**src/rtl/syn_pkg.sv**
```systemverilog
// Shared definitions for the synapse weight cell.
// Assumes a sign-magnitude weight with a symmetric range.
package syn_pkg;
    parameter int SYN_MAG_W = 4;

    // Command chosen for the weight register in a given cycle
    typedef enum logic [1:0] {
        CMD_HOLD  = 2'd0,
        CMD_STEP  = 2'd1,
        CMD_DECAY = 2'd2,
        CMD_LOAD  = 2'd3
    } syn_cmd_e;
endpackage

```
**src/rtl/syn_corr_latch.sv**
```systemverilog
// Holds one phase correlation bit (1 = +1, 0 = -1).
// Captures the XNOR of the two neuron states when strobed; holds otherwise.
// Assumes the neuron states are settled in the strobe cycle.
module syn_corr_latch (
    input  logic clk,
    input  logic rst_n,
    input  logic cap,
    input  logic pre_st,
    input  logic post_st,
    output logic corr
);
    // Register the product of the neuron states on a capture strobe
    always_ff @(posedge clk) begin
        if (!rst_n)
            corr <= 1'b1;
        else if (cap)
            corr <= ~(pre_st ^ post_st);
    end
endmodule

```
**src/rtl/syn_step_unit.sv**
```systemverilog
// Computes a one-step change of a sign-magnitude weight, up or down.
// Saturates at +/-MAX and never produces a negative zero.
// Purely combinational; assumes the input weight has no negative zero.
module syn_step_unit #(
    parameter int MAG_W = 4
) (
    input  logic             cur_sign,
    input  logic [MAG_W-1:0] cur_mag,
    input  logic             dir_up,
    output logic             nxt_sign,
    output logic [MAG_W-1:0] nxt_mag
);
    localparam logic [MAG_W-1:0] MAG_MAX = {MAG_W{1'b1}};

    // Choose the next value from the direction and the current position
    always_comb begin
        nxt_sign = cur_sign;
        nxt_mag  = cur_mag;
        if (dir_up) begin
            if (cur_sign) begin
                nxt_mag  = cur_mag - 1'b1;
                nxt_sign = (cur_mag != 1);
            end else if (cur_mag != MAG_MAX) begin
                nxt_mag = cur_mag + 1'b1;
            end
        end else begin
            if (!cur_sign && cur_mag == 0) begin
                nxt_sign = 1'b1;
                nxt_mag  = 1;
            end else if (!cur_sign) begin
                nxt_mag = cur_mag - 1'b1;
            end else if (cur_mag != MAG_MAX) begin
                nxt_mag = cur_mag + 1'b1;
            end
        end
    end
endmodule

```
**src/rtl/syn_weight_cell.sv**
```systemverilog
// Adaptive synapse: two phase correlation latches, a step unit and the
// weight register. Priority is load over decay over learning step.
// Assumes all strobes are single-cycle and synchronous to clk.
module syn_weight_cell #(
    parameter int MAG_W = syn_pkg::SYN_MAG_W
) (
    input  logic             clk,
    input  logic             rst_n,
    input  logic             pre_st,
    input  logic             post_st,
    input  logic             cap_clamp,
    input  logic             cap_free,
    input  logic             upd_en,
    input  logic             decay_en,
    input  logic             load_en,
    input  logic             load_sign,
    input  logic [MAG_W-1:0] load_mag,
    input  logic             link_en,
    output logic             w_sign,
    output logic [MAG_W-1:0] w_mag,
    output logic             drv_sign,
    output logic [MAG_W-1:0] drv_mag
);
    import syn_pkg::*;

    logic             corr_c;
    logic             corr_f;
    logic             st_sign;
    logic [MAG_W-1:0] st_mag;
    logic             nx_sign;
    logic [MAG_W-1:0] nx_mag;
    syn_cmd_e         cmd;

    syn_corr_latch u_clamp (
        .clk(clk), .rst_n(rst_n), .cap(cap_clamp),
        .pre_st(pre_st), .post_st(post_st), .corr(corr_c)
    );

    syn_corr_latch u_free (
        .clk(clk), .rst_n(rst_n), .cap(cap_free),
        .pre_st(pre_st), .post_st(post_st), .corr(corr_f)
    );

    syn_step_unit #(.MAG_W(MAG_W)) u_step (
        .cur_sign(w_sign), .cur_mag(w_mag), .dir_up(corr_c),
        .nxt_sign(st_sign), .nxt_mag(st_mag)
    );

    // Arbitrate the commands of this cycle
    always_comb begin
        if (load_en)
            cmd = CMD_LOAD;
        else if (decay_en)
            cmd = CMD_DECAY;
        else if (upd_en && (corr_c != corr_f))
            cmd = CMD_STEP;
        else
            cmd = CMD_HOLD;
    end

    // Form the next weight for the selected command
    always_comb begin
        nx_sign = w_sign;
        nx_mag  = w_mag;
        case (cmd)
            CMD_LOAD: begin
                nx_mag  = load_mag;
                nx_sign = load_sign && (load_mag != 0);
            end
            CMD_DECAY: begin
                if (w_mag != 0) begin
                    nx_mag  = w_mag - 1'b1;
                    nx_sign = w_sign && (w_mag != 1);
                end
            end
            CMD_STEP: begin
                nx_sign = st_sign;
                nx_mag  = st_mag;
            end
            default: ;
        endcase
    end

    // Weight register
    always_ff @(posedge clk) begin
        if (!rst_n) begin
            w_sign <= 1'b0;
            w_mag  <= '0;
        end else begin
            w_sign <= nx_sign;
            w_mag  <= nx_mag;
        end
    end

    // Gate the driven weight with the connection enable
    always_comb begin
        drv_sign = link_en ? w_sign : 1'b0;
        drv_mag  = link_en ? w_mag  : '0;
    end
endmodule

```
**config.mk**
```make
export PLATFORM = sky130hd
export DESIGN_NAME = syn_weight_cell
export DESIGN_NICKNAME = d
export VERILOG_FILES = /design/src/rtl/syn_pkg.sv /design/src/rtl/syn_corr_latch.sv /design/src/rtl/syn_step_unit.sv /design/src/rtl/syn_weight_cell.sv
export SDC_FILE = /design/constraint.sdc
export NUM_CORES = 1
export LEC_CHECK = 0
export CAP_MARGIN = 20
export CELL_PAD_IN_SITES_DETAIL_PLACEMENT = 1
export CELL_PAD_IN_SITES_GLOBAL_PLACEMENT = 2
export CORE_ASPECT_RATIO = 0.8
export CORE_MARGIN = 2
export CORE_UTILIZATION = 22
export DETAILED_ROUTE_END_ITERATION = 8
export PLACE_DENSITY = 0.8
export SETUP_SLACK_MARGIN = 0.5
export SYNTH_ARGS = -nofsm -noshare
export SYNTH_HDL_FRONTEND = slang
export SYNTH_SLANG_ARGS = --single-unit
```
**constraint.sdc**
```tcl
create_clock -name clk -period 2.2 [get_ports clk]
set_clock_uncertainty 0.2 [all_clocks]
set_input_delay 0.44 -clock clk [delete_from_list [all_inputs] [get_ports clk]]
set_output_delay 0.44 -clock clk [all_outputs]
set_load 0.03 [all_outputs]
```
After elaboration in Yosys (flattened, before gate mapping)
Index checks and enable logic that the tools add are counted.

operators by class
  bitwise gates (word level) = 2
  equal/unequal tests = 8
  add/subtract/negate cells = 2
  reduce and logical (&&, ||, !) cells = 11
  multiplexer cells = 17

operator list
  cell                                                   number
  two-way mux 4 bit                                      7
  case mux 4 bit (3 select lines)                        1
  nonzero test 4 bit                                     2
  two-way mux 1 bit                                      6
  adder 4 x 1 -> 4 bit, second input constant            1
  == test 2 bit, second input constant                   2
  logical AND 1 bit                                      4
  logical NOT 4 bit                                      1
  two-way mux 2 bit                                      2
  inequality test 4 x 1 -> 1 bit, second input constant  1
  inequality test 4 bit, second input constant           1
  subtractor 4 x 1 -> 4 bit, second input constant       1
  inequality test 3 x 1 -> 1 bit, second input constant  1
  case mux 1 bit (3 select lines)                        1
  AND reduction 3 bit                                    1
  nonzero test 3 bit                                     1
  == test 2 x 1 -> 1 bit, second input constant          1
  inequality test 2 bit, second input constant           1
  AND reduction 2 bit                                    1
  logical NOT 1 bit                                      1
  inequality test 1 bit                                  1
  inverter 1 bit                                         1
  XOR 1 bit                                              1

storage, ports and cells
  output and inout bits = 10
  register bits after elaboration = 7

Depth between registers and ports, before layout
Gate-level depths: netlist (run 1).

  depth in word-level cells = 8
  gate-level depth with buffers = 8
  depth with buffers taken out = 7

Cells and area by module
From an unflattened synthesis (run 1), not the netlist that was laid out.

unflattened totals
  cells, all modules = 107
  area, all modules = 855.8 µm²

modules (own cells, without submodules)
  module           instances  area each (µm²)  cells each  seq. area each (µm²)
  syn_weight_cell  1          460.4            59          100.1
  syn_step_unit    1          292.8            38          0.0
  syn_corr_latch   2          51.3             5           20.0

Least setup slack after synthesis (run 1)
OpenSTA, ideal clock, no wires.

  path type = reg2reg
  from = register w_mag[0]
  to = register w_mag[2]
  clock period less this slack = 2246 ps
  cell stages (with the launch flop) = 9
  data required time = 1925 ps
  buffers on the path = 1
  setup slack = -46 ps
  arrival = 1972 ps
  path through = dfxtp_1 -> clkbuf_1 -> inv_1 -> ha_1 -> nor3b_1 -> o31ai_1 -> a21o_1 -> a31oi_1 -> o22ai_1

on the way
  cells in the longest elaborated chain, start to end = 6
  elaborated cells on any way between the ends = 15
  those cells by class = 2 x add/sub; 2 x eq/ne; 7 x mux; 4 x reduce/logical

ends and longest elaborated chain
  what                                                                  line                                      source
  start: declaration                                                    syn_weight_cell.sv:20                     output logic [MAG_W-1:0] w_mag,
  start signal: assignment                                              syn_weight_cell.sv:91                     w_mag <= nx_mag;
  adder 4 x 1 -> 4 bit / inequality test 4 bit (equally long branches)  n/a
  two-way mux 4 bit                                                     syn_step_unit.sv:23, syn_step_unit.sv:32
  two-way mux 4 bit                                                     syn_step_unit.sv:30                       end else if (!cur_sign) begin
  two-way mux 4 bit                                                     syn_step_unit.sv:27                       if (!cur_sign && cur_mag == 0) begin
  two-way mux 4 bit                                                     syn_step_unit.sv:19                       if (dir_up) begin
  case mux 4 bit (3 select lines)                                       syn_weight_cell.sv:65                     case (cmd)

Parallel ways exist; a longest one is shown, timed or not. The select of a mux whose other input is x is not followed.
A chain may end at the register's enable or synchronous reset.

Worst setup path in the final report (run 1)
  from = register w_mag[0]
  to = register w_mag[3]

Same word-level chain as after synthesis.

==> impl_metrics.csv, run 1 <==
group,metric,value,unit
cells_and_area,n_antenna_cell,0,
detailed_routing,ant_nets,0,
critical_path,max_stage_delay,0.42,ns
detailed_routing,wl_per_cell,16.0,um
clocking,clock-sinks,7,
hold_path,hold_depth,2,
detailed_routing,vias_per_cell,5.21,
sta,period_minus_slack,1.93,ns
hold_path,hp-class,"reg2reg",
grt,grt_use_met1,0.215,
cells_and_area,drive_gt1_frac,0.397,
job,max_cap_viol_count,0,
cells_and_area,fillCellCount,390,
clocking,path_clk_slew,0.04,ns
yosys,synth_cell_types,38,
yosys,synthArstFlopShare,0,
clocking,cts_max_level,1,
detailed_routing,dr_total_vias,943,
floorplan,ioPinCount,25,
cells_and_area,layout.nets,161,
grt,antenna_found_initial,0,
critical_path,worstSetupPathType,"reg2reg",
critical_path,reg2reg_slack,0.27,ns
critical_path,path_cells,"inv_4 -> ha_4 -> or3b_4 -> a221oi_4 -> buf_4 -> a221oi_2 -> a21boi_1",
grt,grt_pass1_vias,980,
detailed_routing,first_pass_iters,4,
yosys,synth_seq_cells,7,
yosys,synthesis.nets,118,
detailed_routing,first_iter_violations,36,
cells_and_area,utilization,0.398,
critical_path,endpoint_kind,"flip-flop",
detailed_routing,route.detailed.drc,0,
cells_and_area,final_common_cell,"buf_4",
place,dp_hpwl,2.15,mm
yosys,synthFlopType,"dfxtp_1",
yosys,ys_seq_area_frac,0.189,
yosys,synth_cells,99,
cells_and_area,multiInputGateArea,629,sq um
sta,hold_violations,0,
sta,rsz0062_at_grt,"true",
floorplan,die_w,68.9,um
pwr,power,0.645,mW
place,gp_congestion,0.791,
critical_path,cp.required,2.15,ns
sta,finalSetupViolations,0,
grt,grt_usage,0.167,
critical_path,cp_max_fo,5,
critical_path,worstSetupStartpointType,"flip-flop",
sta,timing.final.ws_setup,0.271,ns
yosys,yosysWarnings,0,
floorplan,die_h,55.9,um
critical_path,r2r_cells,7,
grt,grt-ovfl-total,0,
floorplan,die_area,3850,sq um
critical_path,cp.arrival,1.88,ns
sta,hold_ws,0.394,ns
clocking,cts_tree,"yes",
clocking,root_buffer,"clkbuf_8",
clocking,insertion_delay,0.23,ns
cells_and_area,seq_area,151,sq um
hold_path,holdPathEnd,"w_mag[2]",
yosys,synth_edf_count,0,
critical_path,crit_slowest_cell,"or3b_4",
place,portBuffers,24,
pwr,leakagePower,0.550,nW
hold_path,min-delay-start,"w_mag[2]",
grt,grt_max_degree,16,
grt,grt_util_met3,0.0324,
sta,relSlewSlack,0.759,
sta,tightest_slew,0.360,ns
grt,top_usage_layer,"met2",
grt,grt_util_met2,0.288,
yosys,netlist_area,741,sq um
clocking,cts_buffers,3,
clocking,clock_path_buffers,2,
floorplan,initial_core_util,0.235,
sta,drv_slew,0,
cells_and_area,area_growth,69.4,%
floorplan,rows,18,
cells_and_area,layout_common_cells,"24 x buf_4, 11 x nand2_1, 8 x clkdlybuf4s50_1, 5 x a21oi_1, 5 x o21ai_0",
critical_path,reg2reg_from,"w_mag[0]",
place,dpl_worst_slack,-0.0354,ns
sta,finalSetupTns,0,ns
floorplan,core_area,3150,sq um
detailed_routing,routed_wl,2.89,mm
grt,grt_first_pass_wirelength,4.91,mm
yosys,avgSynthCellArea,7.48,sq um
pwr,irDropWorstVdd,0.328,mV
sta,period_share,0.877,
critical_path,r2r_end,"w_mag[3]",
sta,fmax,0.518,GHz
run_status,run_status,"completed",
pwr,power_density,514,nW/um^2
## per-layer routing
metal	vias to the layer above	wire length, um
met4	0	27
met2	32	1450
li1	453	-
met5	-	0
met3	5	176
met1	453	1240
## repair_timing
| action | 4_1_cts | 5_1_grt |
|---|---|---|
| resized for setup | 22 | 16 |
| endpoints found under the setup margin | 15 | 13 |
| pin swaps | 7 | 2 |
| hold buffers | 0 | 0 |
| setup buffers | 5 | 2 |
## logic make-up (layout without fill, tap and decap cells)
group,Yosys count,in the layout,synth area share
adders and majority gates,4,4,0.0676
and+or+nand+nor,41,41,0.316
muxes,2,2,0.0270
DFF,7,7,0.189
buffers and inverters,10,52,0.0524
xor gates and xnor gates,2,2,0.0338
AOI/OAI and AO/OA,33,33,0.314
## worst max path at each step
| stage | slack (ns) | from | endpoint |
|---|---|---|---|
| final | 0.27 | w_mag[0] | w_mag[3] |
| after global routing | 0.18 | w_mag[1] | w_mag[3] |
| after CTS | 0.27 | w_mag[1] | w_mag[3] |
| after detailed placement | -0.04 | upd_en | w_sign |
| after global placement | -0.04 | upd_en | w_sign |
| after floorplan | 0.22 | w_mag[0] | w_mag[0] |
## sequential cells by signal (all words and copies together), names as in the netlist
name and cells:
w_sign 1, u_free.corr 1, u_clamp.corr 1, w_mag 4
## cell type report
type                       instances  share of cell area
tap                               40              0.0399
timing repair buffer              43               0.285
clock buffer                       4              0.0359
multi-input combinational         82               0.501
sequential                         7               0.121
inverter                           5              0.0169
## worst max-delay path, delay by kind of cell (launching register included)
kind | cells | cell delay (ns)
buf+inv | 2 | 0.24
simple gates | 1 | 0.42
compound gates | 3 | 0.52
flops | 1 | 0.34
fa+ha+maj | 1 | 0.11
## power breakdown
group | total [mW] | internal [mW] | switching (mW)
Sequential | 0.167 | 0.141 | 0.0260
Combinational | 0.294 | 0.141 | 0.152
Clock | 0.185 | 0.126 | 0.0590
Total | 0.645 | 0.408 | 0.237
## Yosys cell counts (2+ instances only)
master,n,area share
nor2_1,4,0.020
mux2i_1,2,0.027
ha_1,4,0.068
o21ai_0,6,0.041
and3_1,2,0.017
o31ai_1,3,0.030
a31oi_1,3,0.025
nor3b_1,4,0.041
nand3_1,2,0.014
a21oi_1,5,0.034
o21ai_1,3,0.020
or4_1,2,0.020
inv_1,5,0.025
nand2_1,11,0.056
and2_1,6,0.051
a21o_1,2,0.020
nor3_1,2,0.014
nand3b_1,2,0.020
dfxtp_1,7,0.19
clkbuf_1,4,0.020
a221oi_2,2,0.041
a311oi_1,2,0.024
## metrics by stage
step                      cells  instance area (sq um)
after floorplan              99                    790
after global placement      170                   1130
after detailed placement    170                   1130
after CTS                   179                   1230
after global routing        181                   1250
final                       181                   1250
Power figures use the tool's default switching activity.
==> run 2: changes to the inputs <==
--- a/config.mk
+++ b/config.mk
@@ -5,6 +5,7 @@
 export SDC_FILE = /design/constraint.sdc
 export NUM_CORES = 1
 export LEC_CHECK = 0
+export ABC_AREA = 0
 export CAP_MARGIN = 20
 export CELL_PAD_IN_SITES_DETAIL_PLACEMENT = 1
 export CELL_PAD_IN_SITES_GLOBAL_PLACEMENT = 2
==> results of run 2 <==
Final layout, timing and power as in run 1 (identical DEF).
